==> src/rtl/exc_entry.sv <==
module exc_entry #(
  parameter int          NREQ        = 2,
  parameter logic [31:0] BOOT_VEC    = 32'hBFC0_0000,
  parameter logic [31:0] OVF_BEV_VEC = 32'hBFC0_0200
) (
  input  logic              clk,
  input  logic              rst_n,
  input  logic              boot_req,
  input  logic [NREQ-1:0]   req_valid,
  input  logic [NREQ*5-1:0] req_kind,
  input  logic [NREQ*32-1:0] req_addr,
  input  logic [NREQ*2-1:0] req_cop,
  input  logic [31:0]       pc,
  input  logic [31:0]       npc,
  input  logic [31:0]       status_i,
  input  logic [31:0]       cause_i,
  input  logic [31:0]       srsctl_i,
  input  logic [31:0]       ebase_i,
  input  logic [31:0]       entryhi_i,
  input  logic [31:0]       context_i,
  output logic              redir,
  output logic [31:0]       redir_pc,
  output logic [31:0]       redir_npc,
  output logic [31:0]       redir_nnpc,
  output logic              cp0_we,
  output logic [31:0]       epc_o,
  output logic [31:0]       cause_o,
  output logic [31:0]       status_o,
  output logic [31:0]       srsctl_o,
  output logic              badva_we,
  output logic [31:0]       badva_o,
  output logic              tlb_we,
  output logic [31:0]       entryhi_o,
  output logic [31:0]       context_o
);

  localparam logic [3:0] C_COPU = 4'hB;
  localparam logic [3:0] C_OVF  = 4'hC;

  logic        hit;
  logic [4:0]  kind;
  logic [31:0] addr;
  logic [1:0]  cop;

  always_comb begin
    hit  = 1'b0;
    kind = '0;
    addr = '0;
    cop  = '0;
    for (int i = NREQ - 1; i >= 0; i--) begin
      if (req_valid[i]) begin
        hit  = 1'b1;
        kind = req_kind[i*5 +: 5];
        addr = req_addr[i*32 +: 32];
        cop  = req_cop[i*2 +: 2];
      end
    end
  end

  wire [3:0] code    = kind[3:0];
  wire       exl     = status_i[1];
  wire       bev     = status_i[22];
  wire       iv      = cause_i[23];
  wire       refill  = kind[4] && (code == 4'h2 || code == 4'h3);
  wire       is_tlb  = code >= 4'h1 && code <= 4'h3;
  wire       is_badv = code >= 4'h1 && code <= 4'h5;
  wire       dslot   = npc != pc + 32'd4;
  wire       take    = !redir && (boot_req || hit);
  wire       exc     = take && !boot_req;

  logic [31:0] vec;
  always_comb begin
    if (refill && !exl)            vec = ebase_i;
    else if (code == C_OVF && bev) vec = OVF_BEV_VEC;
    else if (code == 4'h0 && iv)   vec = ebase_i + 32'h200;
    else                           vec = ebase_i + 32'h180;
  end

  logic [31:0] srs_rot;
  always_comb begin
    srs_rot = srsctl_i;
    if (!exl && !bev) begin
      srs_rot[9:6] = srsctl_i[3:0];
      srs_rot[3:0] = srsctl_i[15:12];
    end
  end

  always_ff @(posedge clk or negedge rst_n) begin
    if (!rst_n) begin
      redir     <= 1'b0;
      cp0_we    <= 1'b0;
      badva_we  <= 1'b0;
      tlb_we    <= 1'b0;
      redir_pc  <= '0;
      epc_o     <= '0;
      cause_o   <= '0;
      status_o  <= '0;
      srsctl_o  <= '0;
      badva_o   <= '0;
      entryhi_o <= '0;
      context_o <= '0;
    end else begin
      redir    <= take;
      cp0_we   <= exc;
      badva_we <= exc && is_badv;
      tlb_we   <= exc && is_tlb;
      if (take) begin
        redir_pc  <= boot_req ? BOOT_VEC : vec;
        epc_o     <= dslot ? pc - 32'd4 : pc;
        cause_o   <= {dslot, cause_i[30], (code == C_COPU) ? cop : 2'b00,
                      cause_i[27:7], 1'b0, code, cause_i[1:0]};
        status_o  <= status_i | 32'h2;
        srsctl_o  <= srs_rot;
        badva_o   <= addr;
        entryhi_o <= {addr[31:13], entryhi_i[12:0]};
        context_o <= {context_i[31:23], addr[31:13], context_i[3:0]};
      end
    end
  end

  assign redir_npc  = redir_pc + 32'd4;
  assign redir_nnpc = redir_pc + 32'd8;

endmodule

==> config.mk <==
export PLATFORM = sky130hd
export DESIGN_NAME = exc_entry
export DESIGN_NICKNAME = d
export VERILOG_FILES = /design/src/rtl/exc_entry.sv
export SDC_FILE = /design/constraint.sdc
export NUM_CORES = 1
export LEC_CHECK = 0
export BUFFER_PORTS_ARGS = -buffer_cell sky130_fd_sc_hd__buf_4
export CAP_MARGIN = 20
export CORE_AREA = 2 2 256 258
export DETAILED_ROUTE_END_ITERATION = 7
export DIE_AREA = 0 0 258 260
export GPL_ROUTABILITY_DRIVEN = 0
export PLACE_DENSITY = 0.47
export SLEW_MARGIN = 15
export SYNTH_ARGS = -nofsm -noshare
export SYNTH_HDL_FRONTEND = slang
export SYNTH_SLANG_ARGS = --single-unit
==> constraint.sdc <==
create_clock -name clk -period 2.2 [get_ports clk]
set_input_delay 0.11 -clock clk [delete_from_list [all_inputs] [get_ports clk]]
set_output_delay 0.11 -clock clk [all_outputs]
set_load 0.05 [all_outputs]
==> impl_results.md, run 1 <==
* Post-route setup slack at -622.8 ps
* Cell taking the most area after synthesis: dfrtp_1
* First DRT Iteration DRCs at 832
* Core Box Area at 64,120 sq um
* Clock sink count at 221
* DR WL/cell at 18.04 um
* Top-Level Pins at 663
* Count leader, synth: nand2_1
* RR Startpoint: redir
* Synth area leaders: dfrtp_1 (46%), nand2_1 (14%), xnor2_1 (6.1%)
* Antenna-violating nets left at 0
* Synth Area in Compound Gates at 8.967%
* Slew Viols, Final at 0
* DP Wirelength at 45,530 um
* Antenna violations before repair at 0
* CTS clk-pin slew, worst paths at 60 ps
* # DRC at 0
* Synthesis-to-finish area growth at 101.2%
* PD cells at 879.8 nW/um^2
* Leak at 11.45 nW
* CTS root buffer: clkbuf_16
* Yosys top cell area share at 45.61%
* Critical path fanouts, max at 4
* CP startpoint: redir_pc[3]
* YS warnings at 0
* WL final at 59,850 um
* Gr ovfl total at 0
* Gr usage total at 16.93%
* Syn_nets at 1,794
* R2r endpoint: badva_o[24]
* IO Port Bufs at 615
* Filler instances at 6,357
* Crit path to: redir_nnpc[31]
* Clock Path Buffers at 3
* CTS H-Tree Depth at 1
* Max-cap violations at 0
* Worst VDD drop at 0.5759 mV
* Worst EP arrival at 2710 ps
* Post-route cell area at 24,400 sq um
* Layout net count at 2,789
* WS Path Type: reg2out
* Period utilisation layout at 128.3%
* Final Hold Fails at 0
* Vias post-DR at 14,230
* Synthesized area at 12,130 sq um
* Synth Instances at 1,449
* Status: finished, violations left
* # rows at 93
* Initial Util at 18.91%
* Post-Route Utilization at 38.05%
* Seq/Total Area, Yosys at 45.61%
* Simple-gate share of the synthesized area at 27.15%
* Slew @ Worst Pin at 593.8 ps
* Number of synthesized flops with an enable pin at 0
* Layout cell share with drive strength beyond 1 at 44.30%
* Main synth FF type: dfrtp_1
* Crit path required time at 2090 ps
* Global-route wire length before repair at 88,360 um
* Minimum clock period at 2823 ps
* HP Class: in2reg
* Synth cell types at 61
* Worst setup SP type: flip-flop
* Worst reg-to-reg setup slack at 130 ps
* Setup violators final at 70
* Inserted Clock Buffers at 29
* Ys async rst share at 100.0%
* Setup tns final at -15,990 ps
* Largest net degree at the start of global routing at 76
* Vias in the first global route at 14,730
* Die Y at 260 um
* Seq cells post-synth at 221
* Commonest cells in the netlist: nand2_1 (438), dfrtp_1 (221), nor2_1 (124), xnor2_1 (85), clkbuf_1 (81)
* Max frequency at 354.3 MHz
* Largest family of logic cells by synthesized area: simple AND/OR/NAND/NOR gates
* RSZ-0062 raised after global routing: yes
* Adder-cell area share of the yosys netlist at 0.6191%
* Syn Area/Cell at 8.368 sq um
* Ant diodes at 0
* Max_slew headroom at 60.42%
* DRT Pass-1 Iters at 5
* Die area at 67,080 sq um
* CTS tree: built
* Xor and xnor fraction of the mapped netlist area at 10.26%
* Pre-CTS WS at -1240 ps
* Power Total at 21.46 mW
* Skew final at 19.16 ps
* Dpl cell area at 19,560 sq um
* CP endpoint kind: output pin
* Vias per cell at 4.290
* Die width at 258 um
* Failing checks: negative setup slack
* Worst-Skew Late Latency at 570 ps
* Worst reg2reg path depth at 6
* Multiplexer share of the synthesized area at 1.073%
## worst max-delay path, cell delays in order, from the launching register on
cell     delay, ps
dfrtp_2        390
ha_4           140
nand4_1        100
nor2_2         130
and4_4         230
and3_4         200
nand3_4         90
nor2_4         100
and3_4         220
buf_4          120
nand3_4         90
xnor2_4        160
buf_6          170
## flip-flops by register name (all words and copies together) (netlist names)
name and count:
epc_o 32, redir_pc 32, srsctl_o 32, status_o 32, badva_o 31, cause_o 31, context_o 14, entryhi_o 13
badva_we 1, cp0_we 1, redir 1, tlb_we 1
## metrics by stage
step | std cells | hold slack, ps
floorplan | 1449 | -185.6
global placement | 2971 | 60.66
detailed placement | 2971 | 59.53
CTS | 3293 | 8.592
global route | 3318 | 24.60
finish | 3318 | 46.89
## cell families (layout without fill, tap and decap cells)
family          count (synthesis)  count (layout)
flops                         221             221
xor+xnor                      142             142
compound gates                164             164
mux                            13              13
simple gates                  747             747
buf+inv                       155            1169
other cells                     1               1
fa+ha+maj                       6               6
## metal layers
metal | global-route usage, % | share of wire (%) | vias to the layer above | wire, um
li1 | - | - | 6779 | -
met3 | 2.758 | 5.5 | 105 | 3320
met5 | 0 | 0 | - | 0
met4 | 6.342 | 3.4 | 0 | 2020
met1 | 19.77 | 40 | 6827 | 23680
met2 | 30.97 | 52 | 522 | 30830
## cells in the final DEF (no fill, tap or decap), drive strengths merged, types with 12 or more instances in the layout
| cell type | synthesis | final |
|---|---|---|
| buf | 62 | 859 |
| or3 | 12 | 12 |
| dfrtp | 221 | 221 |
| a21oi | 16 | 16 |
| dlygate4sd3 | 0 | 248 |
| inv | 12 | 12 |
| mux2i | 13 | 13 |
| o21ai | 69 | 69 |
| nor3 | 17 | 17 |
| a221oi | 32 | 32 |
| xnor2 | 85 | 85 |
| clkbuf | 81 | 45 |
| nor2 | 124 | 124 |
| xor2 | 57 | 57 |
| and3 | 15 | 15 |
| or4 | 12 | 12 |
| nor4 | 33 | 33 |
| nand3 | 35 | 35 |
| nand2 | 438 | 438 |
| nand4 | 22 | 22 |
## power by group
group	total [mW]	switching, mW	internal [mW]
clock	4.84	1.88	2.95
combinational	11.0	7.33	3.65
sequential	5.64	0.681	4.96
## repair_timing
item                                   4_1_cts  5_1_grt
endpoints found under the hold margin      427        0
gates cloned                                 1        0
pin swaps                                   57       55
setup buffers                               29       26
setup endpoints to repair                   76       84
hold buffers                               248        0
resized for setup                          149       90
## worst min-delay path by stage
stage / slack, ps / start / end / cells past startpoint
2_1_floorplan: -190 / rst_n / badva_o[0] / 0
3_3_place_gp: 60 / rst_n / badva_o[30] / 1
3_5_place_dp: 60 / rst_n / badva_o[24] / 1
4_1_cts: 9 / ebase_i[9] / redir_pc[9] / 4
5_1_grt: 20 / ebase_i[9] / redir_pc[9] / 4
6_report: 50 / ebase_i[9] / redir_pc[9] / 4
## final cells by class
| type | count | area (sq um) | area share (%) |
|---|---|---|---|
| multi-input combinational | 1073 | 7284 | 29.86 |
| tap | 855 | 1070 | 4.385 |
| inverter | 12 | 52.55 | 0.2154 |
| clock buffer | 45 | 845.8 | 3.467 |
| timing repair buffer | 1107 | 9484 | 38.88 |
| clock inverter | 5 | 102.6 | 0.4206 |
| sequential | 221 | 5557 | 22.78 |
Power figures use the tool's default switching activity.
==> run 2, diff against run 1 <==
--- a/config.mk
+++ b/config.mk
@@ -8,6 +8,7 @@
 export BUFFER_PORTS_ARGS = -buffer_cell sky130_fd_sc_hd__buf_4
 export CAP_MARGIN = 20
 export CORE_AREA = 2 2 256 258
+export CTS_BUF_LIST = sky130_fd_sc_hd__clkbuf_16
 export DETAILED_ROUTE_END_ITERATION = 7
 export DIE_AREA = 0 0 258 260
 export GPL_ROUTABILITY_DRIVEN = 0
==> impl_results.md, run 2 (same netlist as run 1, synthesis figures left out) <==
* Top-Level Pins at 663
* R2r endpoint: badva_o[24]
* Area occupied by multi-input gates at 7306 sq um
* Post-route setup slack at -630.8 ps
* Gr usage total at 16.97%
* Critical path fanouts, max at 4
* Post-route cell area at 24,300 sq um
* Global-route wire length before repair at 88,520 um
* Layout net count at 2,784
* Pre-CTS WS at -1240 ps
* Most frequent cells in the layout: buf_4 (760), nand2_1 (424), dlygate4sd3_1 (244)
* # DRC at 0
* CP max stage cell: dfrtp_2
* Core Box Area at 64,120 sq um
* Sequential power share at 26.6%
* CTS clk-pin slew, worst paths at 60 ps
* Net Sw Frac at 46.70%
* CTS root buffer: clkbuf_16
* Leak at 11.44 nW
* Filler instances at 6,383
* Max-cap violations at 0
* Clock sink count at 221
* CTS H-Tree Depth at 1
* Die width at 258 um
* Hold path depth at 4
* Max frequency at 353.3 MHz
* Worst setup SP type: flip-flop
* CP endpoint kind: output pin
* IO Port Bufs at 615
* DR WL/cell at 18.07 um
* Skew final at 19.47 ps
* DP Wirelength at 45,530 um
* Min-delay src: ebase_i[9]
* Dpl cell area at 19,560 sq um
* Worst VDD drop at 0.5761 mV
* Switching pwr at 9.902 mW
* CP cell instances: ha_4 > nand4_1 > nor2_2 > and4_4 > and3_4 > nand3_4 > nor2_4 > and3_4 > buf_4 > nand2_4 > xnor2_4 > buf_6
* Largest net degree at the start of global routing at 76
* Worst EP arrival at 2720 ps
* Crit path required time at 2090 ps
* Vias post-DR at 14,190
* Met3 Resource Use GR at 2.768%
* Initial Util at 18.91%
* Vias per cell at 4.283
* Grt met1 use at 19.77%
* RR Startpoint: redir
* Grt peak-use layer: met2
* Most common cell after layout, fill and taps aside: buf_4
* # rows at 93
* Ant diodes at 0
* RSZ-0062 raised after global routing: yes
* Period utilisation layout at 128.7%
* Worst reg2reg path depth at 6
* Slew @ Worst Pin at 588.6 ps
* WS Path Type: reg2out
* Worst reg-to-reg setup slack at 130 ps
* Combinational Power Share at 51.8%
* Gr ovfl total at 0
* Max incr delay on CP at 390 ps
* Met2 Usage GRT at 31.08%
* Die area at 67,080 sq um
* First DRT Iteration DRCs at 748
* Vias in the first global route at 14,770
* CP top delay family: simple AND/OR/NAND/NOR gates
* Minimum clock period at 2831 ps
* Clk pwr share at 21.6%
* Most used cell, CP: and3_4
* Clock Path Buffers at 3
* Max_slew headroom at 60.76%
* Antenna-violating nets left at 0
* Synthesis-to-finish area growth at 100.4%
* FF+latch area at 5557 sq um
* WP buf/inv at 2
* Slew Viols, Final at 0
* Hold Slack at 47.36 ps
* Die Y at 260 um
* Antenna violations before repair at 0
* Worst-Skew Late Latency at 570 ps
* Status: finished, violations left
* PD cells at 872.8 nW/um^2
* HP Class: in2reg
* Inserted Clock Buffers at 29
* Final Hold Fails at 0
* Setup tns final at -15,710 ps
* Failing checks: negative setup slack
* Worst hold endpoint: redir_pc[9]
* P_int at 11.30 mW
* Layout cell share with drive strength beyond 1 at 44.18%
* DRT Pass-1 Iters at 8
* CTS tree: built
* Setup violators final at 69
* WL final at 59,860 um
run 2: worst register-to-register path, cell delays in order (launching register included):
cell and delay, ps:
dfrtp_1 380, or2_4 290, buf_16 200, buf_4 230
a221oi_1 230, dlygate4sd3_1 610, nor2_1 40
run 2: worst max path at each step:
stage	start	endpoint	slack, ps	cells past startpoint
after floorplan	pc[9]	epc_o[31]	-1110	10
final	redir_pc[3]	redir_npc[29]	-630	12
after detailed placement	pc[9]	epc_o[31]	-1240	10
after CTS	redir_pc[4]	redir_npc[31]	-760	11
after global placement	pc[9]	epc_o[31]	-1240	10
after global routing	redir_pc[4]	redir_npc[31]	-770	11
run 2: routing by layer:
layer,share of wire [%],wire length [um]
met1,40,23770
met2,51,30750
met3,5.4,3257
met4,3.5,2073
met5,0,0
run 2: timing repair:
item | in CTS | in global routing
buffers inserted | 36 | 18
hold buffers | 244 | 0
hold endpoints to repair | 423 | 0
resized for setup | 161 | 81
pin swaps | 63 | 56
endpoints found under the setup margin | 76 | 84
cloned | 1 | 0
run 2: stage by stage:
step | cells | util (%) | power, mW
2_1_floorplan | 1449 | - | 12.26
3_3_place_gp | 2971 | 30.50 | 15.93
3_5_place_dp | 2971 | 30.50 | 15.99
4_1_cts | 3296 | 37.15 | 21.39
5_1_grt | 3313 | 37.90 | 22.20
6_report | 3313 | 37.90 | 21.21
run 2: power by group through the flow:
stage / clock [mW] / combinational (mW) / sequential, mW
after detailed placement: 0 / 10.3 / 5.69
after floorplan: 0 / 3.51 / 8.75
after CTS: 4.78 / 11.0 / 5.64
after global placement: 0 / 10.3 / 5.66
after global routing: 4.96 / 11.5 / 5.75
final: 4.58 / 11.0 / 5.64
run 2: cell type report:
| cell class | count | share of cell area, % |
|---|---|---|
| Sequential cell | 221 | 22.87 |
| Inverter | 12 | 0.2163 |
| Timing Repair Buffer | 1102 | 38.79 |
| Clock buffer | 29 | 2.987 |
| Clock inverter | 21 | 0.6694 |
| Tap cell | 855 | 4.403 |
| Multi-Input combinational cell | 1073 | 30.07 |
